$ cat config.mk
export PLATFORM = sky130hd
export DESIGN_NAME = i2c_bus_guard
export DESIGN_NICKNAME = d
export VERILOG_FILES = /design/src/rtl/i2c_guard_pkg.sv /design/src/rtl/line_sync.sv /design/src/rtl/fault_flags.sv /design/src/rtl/bus_clear_seq.sv /design/src/rtl/i2c_bus_guard.sv
export SDC_FILE = /design/constraint.sdc
export NUM_CORES = 1
export LEC_CHECK = 0
export BUFFER_PORTS_ARGS = -buffer_cell sky130_fd_sc_hd__buf_2
export CORE_MARGIN = 5
export CORE_UTILIZATION = 45
export DETAILED_ROUTE_END_ITERATION = 10
export PLACE_DENSITY_LB_ADDON = 0.15
export RECOVER_POWER = 100
export SYNTH_ARGS = -nofsm -noshare
export SYNTH_HDL_FRONTEND = slang
export SYNTH_SLANG_ARGS = --single-unit
$ cat constraint.sdc
create_clock -name clk -period 4.6 [get_ports clk]
set_input_delay 0 -clock clk [delete_from_list [all_inputs] [get_ports clk]]
set_output_delay 0 -clock clk [all_outputs]
set_load 0.1 [all_outputs]
$ cat src/rtl/i2c_guard_pkg.sv
// Shared types and index constants for the I2C bus fault guard.
// Assumes nothing beyond IEEE 1800-2017 packages.
package i2c_guard_pkg;

    // Bus clearing sequencer states
    typedef enum logic [1:0] {
        CLR_IDLE = 2'd0,
        CLR_LOW  = 2'd1,
        CLR_HIGH = 2'd2
    } clr_state_e;

    // Flag indices, shared by the flag bank and the clear-write vector
    localparam int FLAG_ERR   = 0;
    localparam int FLAG_START = 1;
    localparam int FLAG_STOP  = 2;
    localparam int N_FLAGS    = 3;

    // Line indices in the synchronizer
    localparam int LINE_SCL = 0;
    localparam int LINE_SDA = 1;
    localparam int N_LINES  = 2;

endpackage

$ cat src/rtl/line_sync.sv
// Multi-stage synchronizer for the bus lines.
// Each line gets its own shift chain. The chains reset to 1 because idle
// I2C lines are pulled high. Assumes STAGES >= 2.
module line_sync #(
    parameter int WIDTH  = 2,
    parameter int STAGES = 2
) (
    input  logic             clk,
    input  logic             rst_n,
    input  logic [WIDTH-1:0] din,
    output logic [WIDTH-1:0] dout
);

    for (genvar g = 0; g < WIDTH; g++) begin : g_line
        logic [STAGES-1:0] chain_q;

        // Shift the raw level through the flop chain
        always_ff @(posedge clk) begin
            if (!rst_n) begin
                chain_q <= '1;
            end else begin
                chain_q <= {chain_q[STAGES-2:0], din[g]};
            end
        end

        assign dout[g] = chain_q[STAGES-1];
    end

endmodule

$ cat src/rtl/fault_flags.sv
// Bank of sticky flags with write-one-to-clear.
// A set pulse wins over a clear in the same cycle. The soft reset and the
// hard reset both clear every flag.
module fault_flags #(
    parameter int N = 3
) (
    input  logic         clk,
    input  logic         rst_n,
    input  logic         soft_rst,
    input  logic [N-1:0] set,
    input  logic [N-1:0] clr,
    output logic [N-1:0] flags
);

    for (genvar g = 0; g < N; g++) begin : g_flag
        // Hold each flag until software clears it; a set takes priority
        always_ff @(posedge clk) begin
            if (!rst_n || soft_rst) begin
                flags[g] <= 1'b0;
            end else if (set[g]) begin
                flags[g] <= 1'b1;
            end else if (clr[g]) begin
                flags[g] <= 1'b0;
            end
        end
    end

endmodule

$ cat src/rtl/bus_clear_seq.sv
// START admission and bus clearing sequencer.
// In idle it judges a pending START: it passes the START at once when the
// bus is busy or both lines are high, and aborts it when SCL is low. When
// SDA is low with SCL high, it clocks SCL (low phase, then high phase, each
// div_half clocks) and checks SDA at the end of each high phase, up to
// PULSES times.
// Assumes: the line inputs are already synchronized; div_half >= 3 so that
// a release of SDA is seen within one high phase; a zero div_half acts
// as one.
module bus_clear_seq
    import i2c_guard_pkg::*;
#(
    parameter int DIV_W  = 8,
    parameter int PULSES = 9
) (
    input  logic             clk,
    input  logic             rst_n,
    input  logic             soft_rst,
    input  logic             start_pend,
    input  logic             busy,
    input  logic             scl_hi,
    input  logic             sda_hi,
    input  logic [DIV_W-1:0] div_half,
    output logic             scl_pull,
    output logic             start_go,
    output logic             abort_stuck,
    output logic             abort_clear,
    output logic             idle
);

    localparam int PC_W = $clog2(PULSES + 1);

    clr_state_e       state_q, state_d;
    logic [DIV_W-1:0] ph_q;
    logic [DIV_W:0]   ph_next;
    logic             ph_done;
    logic [PC_W-1:0]  pc_q;
    logic             last_pulse;

    assign ph_next    = {1'b0, ph_q} + 1'b1;
    assign ph_done    = (ph_next >= {1'b0, div_half});
    assign last_pulse = (pc_q == PC_W'(PULSES - 1));
    assign idle       = (state_q == CLR_IDLE);

    // Next state and one-cycle event outputs
    always_comb begin
        state_d     = state_q;
        scl_pull    = 1'b0;
        start_go    = 1'b0;
        abort_stuck = 1'b0;
        abort_clear = 1'b0;
        unique case (state_q)
            CLR_IDLE: begin
                if (start_pend) begin
                    if (busy || (scl_hi && sda_hi)) begin
                        start_go = 1'b1;
                    end else if (!scl_hi) begin
                        abort_stuck = 1'b1;
                    end else begin
                        state_d = CLR_LOW;
                    end
                end
            end
            CLR_LOW: begin
                scl_pull = 1'b1;
                if (ph_done) begin
                    state_d = CLR_HIGH;
                end
            end
            CLR_HIGH: begin
                if (ph_done) begin
                    if (sda_hi) begin
                        start_go = 1'b1;
                        state_d  = CLR_IDLE;
                    end else if (last_pulse) begin
                        abort_clear = 1'b1;
                        state_d     = CLR_IDLE;
                    end else begin
                        state_d = CLR_LOW;
                    end
                end
            end
            default: state_d = CLR_IDLE;
        endcase
    end

    // State, phase counter and pulse counter registers
    always_ff @(posedge clk) begin
        if (!rst_n || soft_rst) begin
            state_q <= CLR_IDLE;
            ph_q    <= '0;
            pc_q    <= '0;
        end else begin
            state_q <= state_d;
            if (state_d != state_q || state_q == CLR_IDLE) begin
                ph_q <= '0;
            end else begin
                ph_q <= ph_next[DIV_W-1:0];
            end
            if (state_q == CLR_IDLE) begin
                pc_q <= '0;
            end else if (state_q == CLR_HIGH && state_d == CLR_LOW) begin
                pc_q <= pc_q + 1'b1;
            end
        end
    end

endmodule

$ cat src/rtl/i2c_bus_guard.sv
// I2C master bus fault guard: top level.
// Synchronizes SCL and SDA, holds the START and STOP requests, runs the
// bus clearing sequencer before a START, checks released SDA bits, and
// keeps sticky fault flags. It only outputs pull-low enables.
// Assumes the byte engine raises chk_strobe at its sampling point for each
// transmitted bit.
module i2c_bus_guard
    import i2c_guard_pkg::*;
#(
    parameter int DIV_W       = 8,
    parameter int CLR_PULSES  = 9,
    parameter int SYNC_STAGES = 2
) (
    input  logic             clk,
    input  logic             rst_n,
    input  logic             soft_rst,
    input  logic             scl_in,
    input  logic             sda_in,
    input  logic             busy,
    input  logic             eng_scl_low,
    input  logic             eng_sda_low,
    input  logic             chk_strobe,
    input  logic             start_req_set,
    input  logic             stop_req_set,
    input  logic [2:0]       flag_clr,
    input  logic [DIV_W-1:0] div_half,
    output logic             scl_oe,
    output logic             sda_oe,
    output logic             start_req,
    output logic             stop_req,
    output logic             start_go,
    output logic             stop_go,
    output logic             err_flag,
    output logic             start_flag,
    output logic             stop_flag,
    output logic             scl_low,
    output logic             sda_low
);

    logic [N_LINES-1:0] lines_raw, lines_s;
    logic               scl_hi, sda_hi;
    logic               seq_pull, seq_idle;
    logic               abort_stuck, abort_clear;
    logic               start_clr, stop_abort, data_err;
    logic [N_FLAGS-1:0] flag_set, flag_q;

    assign lines_raw[LINE_SCL] = scl_in;
    assign lines_raw[LINE_SDA] = sda_in;

    line_sync #(
        .WIDTH  (N_LINES),
        .STAGES (SYNC_STAGES)
    ) u_sync (
        .clk   (clk),
        .rst_n (rst_n),
        .din   (lines_raw),
        .dout  (lines_s)
    );

    assign scl_hi  = lines_s[LINE_SCL];
    assign sda_hi  = lines_s[LINE_SDA];
    assign scl_low = ~scl_hi;
    assign sda_low = ~sda_hi;

    bus_clear_seq #(
        .DIV_W  (DIV_W),
        .PULSES (CLR_PULSES)
    ) u_seq (
        .clk         (clk),
        .rst_n       (rst_n),
        .soft_rst    (soft_rst),
        .start_pend  (start_req),
        .busy        (busy),
        .scl_hi      (scl_hi),
        .sda_hi      (sda_hi),
        .div_half    (div_half),
        .scl_pull    (seq_pull),
        .start_go    (start_go),
        .abort_stuck (abort_stuck),
        .abort_clear (abort_clear),
        .idle        (seq_idle)
    );

    // STOP admission: pass when busy or SCL free, otherwise a fault
    assign stop_go    = stop_req & (busy | scl_hi);
    assign stop_abort = stop_req & ~busy & ~scl_hi;
    assign start_clr  = start_go | abort_stuck | abort_clear;

    // A released SDA bit that reads low at the sampling point
    assign data_err = chk_strobe & ~eng_sda_low & ~sda_hi;

    // Pending request bits: set by software, withdrawn when judged
    always_ff @(posedge clk) begin
        if (!rst_n || soft_rst) begin
            start_req <= 1'b0;
            stop_req  <= 1'b0;
        end else begin
            start_req <= (start_req & ~start_clr) | start_req_set;
            stop_req  <= (stop_req & ~(stop_go | stop_abort)) | stop_req_set;
        end
    end

    // Route fault events to the flag bank
    always_comb begin
        flag_set             = '0;
        flag_set[FLAG_ERR]   = data_err | abort_stuck | abort_clear | stop_abort;
        flag_set[FLAG_START] = abort_stuck | abort_clear;
        flag_set[FLAG_STOP]  = stop_abort;
    end

    fault_flags #(
        .N (N_FLAGS)
    ) u_flags (
        .clk      (clk),
        .rst_n    (rst_n),
        .soft_rst (soft_rst),
        .set      (flag_set),
        .clr      (flag_clr),
        .flags    (flag_q)
    );

    assign err_flag   = flag_q[FLAG_ERR];
    assign start_flag = flag_q[FLAG_START];
    assign stop_flag  = flag_q[FLAG_STOP];

    assign scl_oe = eng_scl_low | seq_pull;
    assign sda_oe = eng_sda_low;

endmodule

==> results.sh <==
export IMPL_outcome="complete, no violations"
export IMPL_holdPathStages=4
export IMPL_antenna_violating_nets_post_route=0
export IMPL_clock_sink_count=23
export IMPL_final_hold_viol_count=0
export IMPL_core_rowCount=19
export IMPL_layout_common_cells="23 x sky130_fd_sc_hd__dfxtp_1, 21 x sky130_fd_sc_hd__buf_2, 14 x sky130_fd_sc_hd__inv_1"
export IMPL_pin_count_of_the_biggest_net_entering_global_routing=14
export IMPL_chipHeight_um=63.1
export IMPL_start_util_pct=46.4
export IMPL_diodes=0
export IMPL_max_slew_margin_rel_pct=22.2
export IMPL_worst_setup_path_startpoint="u_seq.ph_q[0]"
export IMPL_dp_hpwl_um=1960
export IMPL_final_cells=216
export IMPL_maxSlewViolCount=0
export IMPL_io_pin_count=33
export IMPL_max_vdd_ir_drop_uv=202
export IMPL_post_drt_wl_per_cell_um=12.6
export IMPL_synthesis_yosys_warnings=0
export IMPL_post_cts_resized=0
export IMPL_antenna_violations_before_repair=0
export IMPL_globalRoute_totalOverflow=0
export IMPL_hold_path_startpoint="busy"
export IMPL_clock_path_buffers=2
export IMPL_post_synthesis_cell_area_um2=1270
export IMPL_finalSetupViolCount=0
export IMPL_critPathKind="register to output pin"
export IMPL_syn_instance_count=139
export IMPL_regToRegStartpoint="u_seq.ph_q[0]"
export IMPL_final_min_period_over_clock_period_pct=74.8
export IMPL_min_delay_endpoint="u_flags.flags[2]"
export IMPL_drc_errors=0
export IMPL_setup_tns_final_ns=0
export IMPL_final_min_clock_period_ns=3.44
export IMPL_dp_cells=200
export IMPL_worstSetupEndpointType="output pin"
export IMPL_synth_net_count=172
export IMPL_via_count=1080
export IMPL_reg2reg_to="u_seq.state_q[1]"
export IMPL_cts_buffers_inserted=3
export IMPL_critical_path_required_ns=4.60
export IMPL_globalplace_congestion=0.844
export IMPL_power_per_cell_area_nw_per_um2=234
export IMPL_wl_um=2720
export IMPL_layout_commonest_cell="sky130_fd_sc_hd__dfxtp_1"
export IMPL_holdCritPathClass="primary input to register"
export IMPL_dieWidth_um=63.1
export IMPL_timing_reg2reg_worst_path_depth=11
export IMPL_whs_ns=0.0243
export IMPL_post_cts_setup_buffers=0
export IMPL_maxCapViolCount=0
export IMPL_clk_latency_worst_skew_pair_ns=0.32
export IMPL_rrSetupSlack_ns=1.48
export IMPL_worst_slew_pin_slew_ns=1.17
export IMPL_clock_skew_ns=0.00846
export IMPL_gr_usage_all_layers_pct=14.9
export IMPL_detailedRoute_firstPassIterationCount=4
export IMPL_clockRootBuffer="sky130_fd_sc_hd__clkbuf_4"
export IMPL_synth_sequential_area_ratio_pct=36.3
export IMPL_cts_reportedPaths_clkPinSlew_ns=0.13
export IMPL_ys_ff_latch=23
export IMPL_cp_start_kind="register"
export IMPL_crit_path_max_fanout=5
export IMPL_io_port_bufs=32
export IMPL_die_area_um2=3980
export IMPL_grt_pass1_wl_um=4820
export IMPL_rsz0062_at_grt="no"
export IMPL_synth_area_per_cell_um2=9.12
export IMPL_viasPerCell=5.00
export IMPL_final_nets=219
export IMPL_netlist_cell_type_count=36
export IMPL_max_clock_freq_mhz=291
export IMPL_p_leak_nw=0.650
export IMPL_htree_levels=1
export IMPL_drive_gt1_share_pct=16.8
export IMPL_arrival_ns=3.44
export IMPL_via_count_of_the_first_global_routing_pass=1116
export IMPL_core_region_area_um2=2730
export IMPL_detail_route_iter0_violations=48
export IMPL_cts_tree="done"
export IMPL_area_added_between_synthesis_and_finish_pct=21.5
-- state kept, by name, summed over array words and instances, names as in the netlist --
register               cells
stop_req                   1
u_seq.ph_q                 8
start_req                  1
u_flags.flags              3
u_sync.g_line.chain_q      4
u_seq.state_q              2
u_seq.pc_q                 4
-- per-layer routing --
metal / routed length [um] / vias to the layer above / global-route usage [%]
met4: 70 / 0 / 6.63
met1: 1210 / 485 / 18.0
li1: - / 560 / -
met5: 0 / - / 0
met2: 1320 / 26 / 24.7
met3: 127 / 9 / 3.55
-- kinds of logic after synthesis --
group                    after synthesis  synth area share, %
AND/OR/NAND/NOR                       56                 24.2
flip-flops                            23                 36.3
AO/OA/AOI/OAI                         22                 15.7
buffers and inverters                 16                 5.03
adder cells (fa/ha/maj)               11                 10.9
XOR/XNOR                               9                 6.22
multiplexers                           2                 1.68
-- layout make-up --
type                    count  area (um^2)
fillers                   263         1190
multi-input cells         100          694
flip-flops and latches     23          460
repair buffers             44          267
inverters                  14         52.6
well taps                  31         38.8
clock buffers               3         22.5
clock inverters             1         5.00
-- through the flow --
step	instance area [um^2]	total power [mW]	utilization, %	worst slack [ns]
finish	1540	0.361	56.3	1.16
global route	1540	0.378	56.3	0.893
detailed placement	1460	0.262	53.2	1.91
floorplan	1270	0.247	-	1.23
CTS	1600	0.365	58.6	1.57
global placement	1460	0.261	53.2	2.00
-- what timing repair did --
action | in CTS | in global routing
hold buffers | 12 | 0
hold endpoints to repair | 9 | 0
endpoints found under the setup margin | 0 | 0
-- cell usage after synthesis, drive strengths merged --
cell | count | area, um^2
nand2b | 10 | 62.6
nor2b | 9 | 56.3
a221oi | 1 | 15.0
dfxtp | 23 | 460
nor2 | 12 | 52.6
o31ai | 2 | 25.0
o21ai | 1 | 5.00
ha | 11 | 138
and2 | 2 | 15.0
o32ai | 1 | 16.3
nand2 | 8 | 30.0
a211oi | 3 | 27.5
buf | 1 | 7.51
and3b | 1 | 8.76
a21oi | 10 | 57.6
nor4 | 1 | 6.26
clkbuf | 1 | 3.75
a21boi | 1 | 11.3
mux2i | 1 | 10.0
a31oi | 1 | 6.26
a311oi | 1 | 26.3
xnor2 | 5 | 43.8
inv | 14 | 52.6
nand4 | 1 | 6.26
nand3 | 5 | 30.0
nor3 | 5 | 25.0
and3 | 1 | 6.26
nand3b | 1 | 7.51
a211o | 1 | 8.76
xor2 | 4 | 35.0
mux2 | 1 | 11.3
-- power breakdown --
group	switching [mW]	internal, mW
logic	0.0400	0.0202
clock network	0.0640	0.0326
registers	0.00202	0.202
total	0.106	0.255
-- worst max-delay path, cell delays in order, from the launching register on --
cell and delay (ns):
sky130_fd_sc_hd__dfxtp_1 0.41, sky130_fd_sc_hd__ha_1 0.20, sky130_fd_sc_hd__nand3_1 0.11, sky130_fd_sc_hd__nor2_1 0.20, sky130_fd_sc_hd__xor2_1 0.21, sky130_fd_sc_hd__ha_1 0.29
sky130_fd_sc_hd__a21oi_1 0.21, sky130_fd_sc_hd__a21boi_2 0.08, sky130_fd_sc_hd__a311oi_1 0.59, sky130_fd_sc_hd__and2_0 0.33, sky130_fd_sc_hd__o32ai_1 0.17, sky130_fd_sc_hd__buf_2 0.32
-- how the worst max path moves through the flow --
stage	end	cells after the start
floorplan	start_req	11
global placement	u_seq.state_q[1]	11
detailed placement	u_seq.state_q[1]	11
finish	start_go	11
CTS	start_go	11
global route	start_go	11
Note: power is estimated with default switching activity, not from simulation.
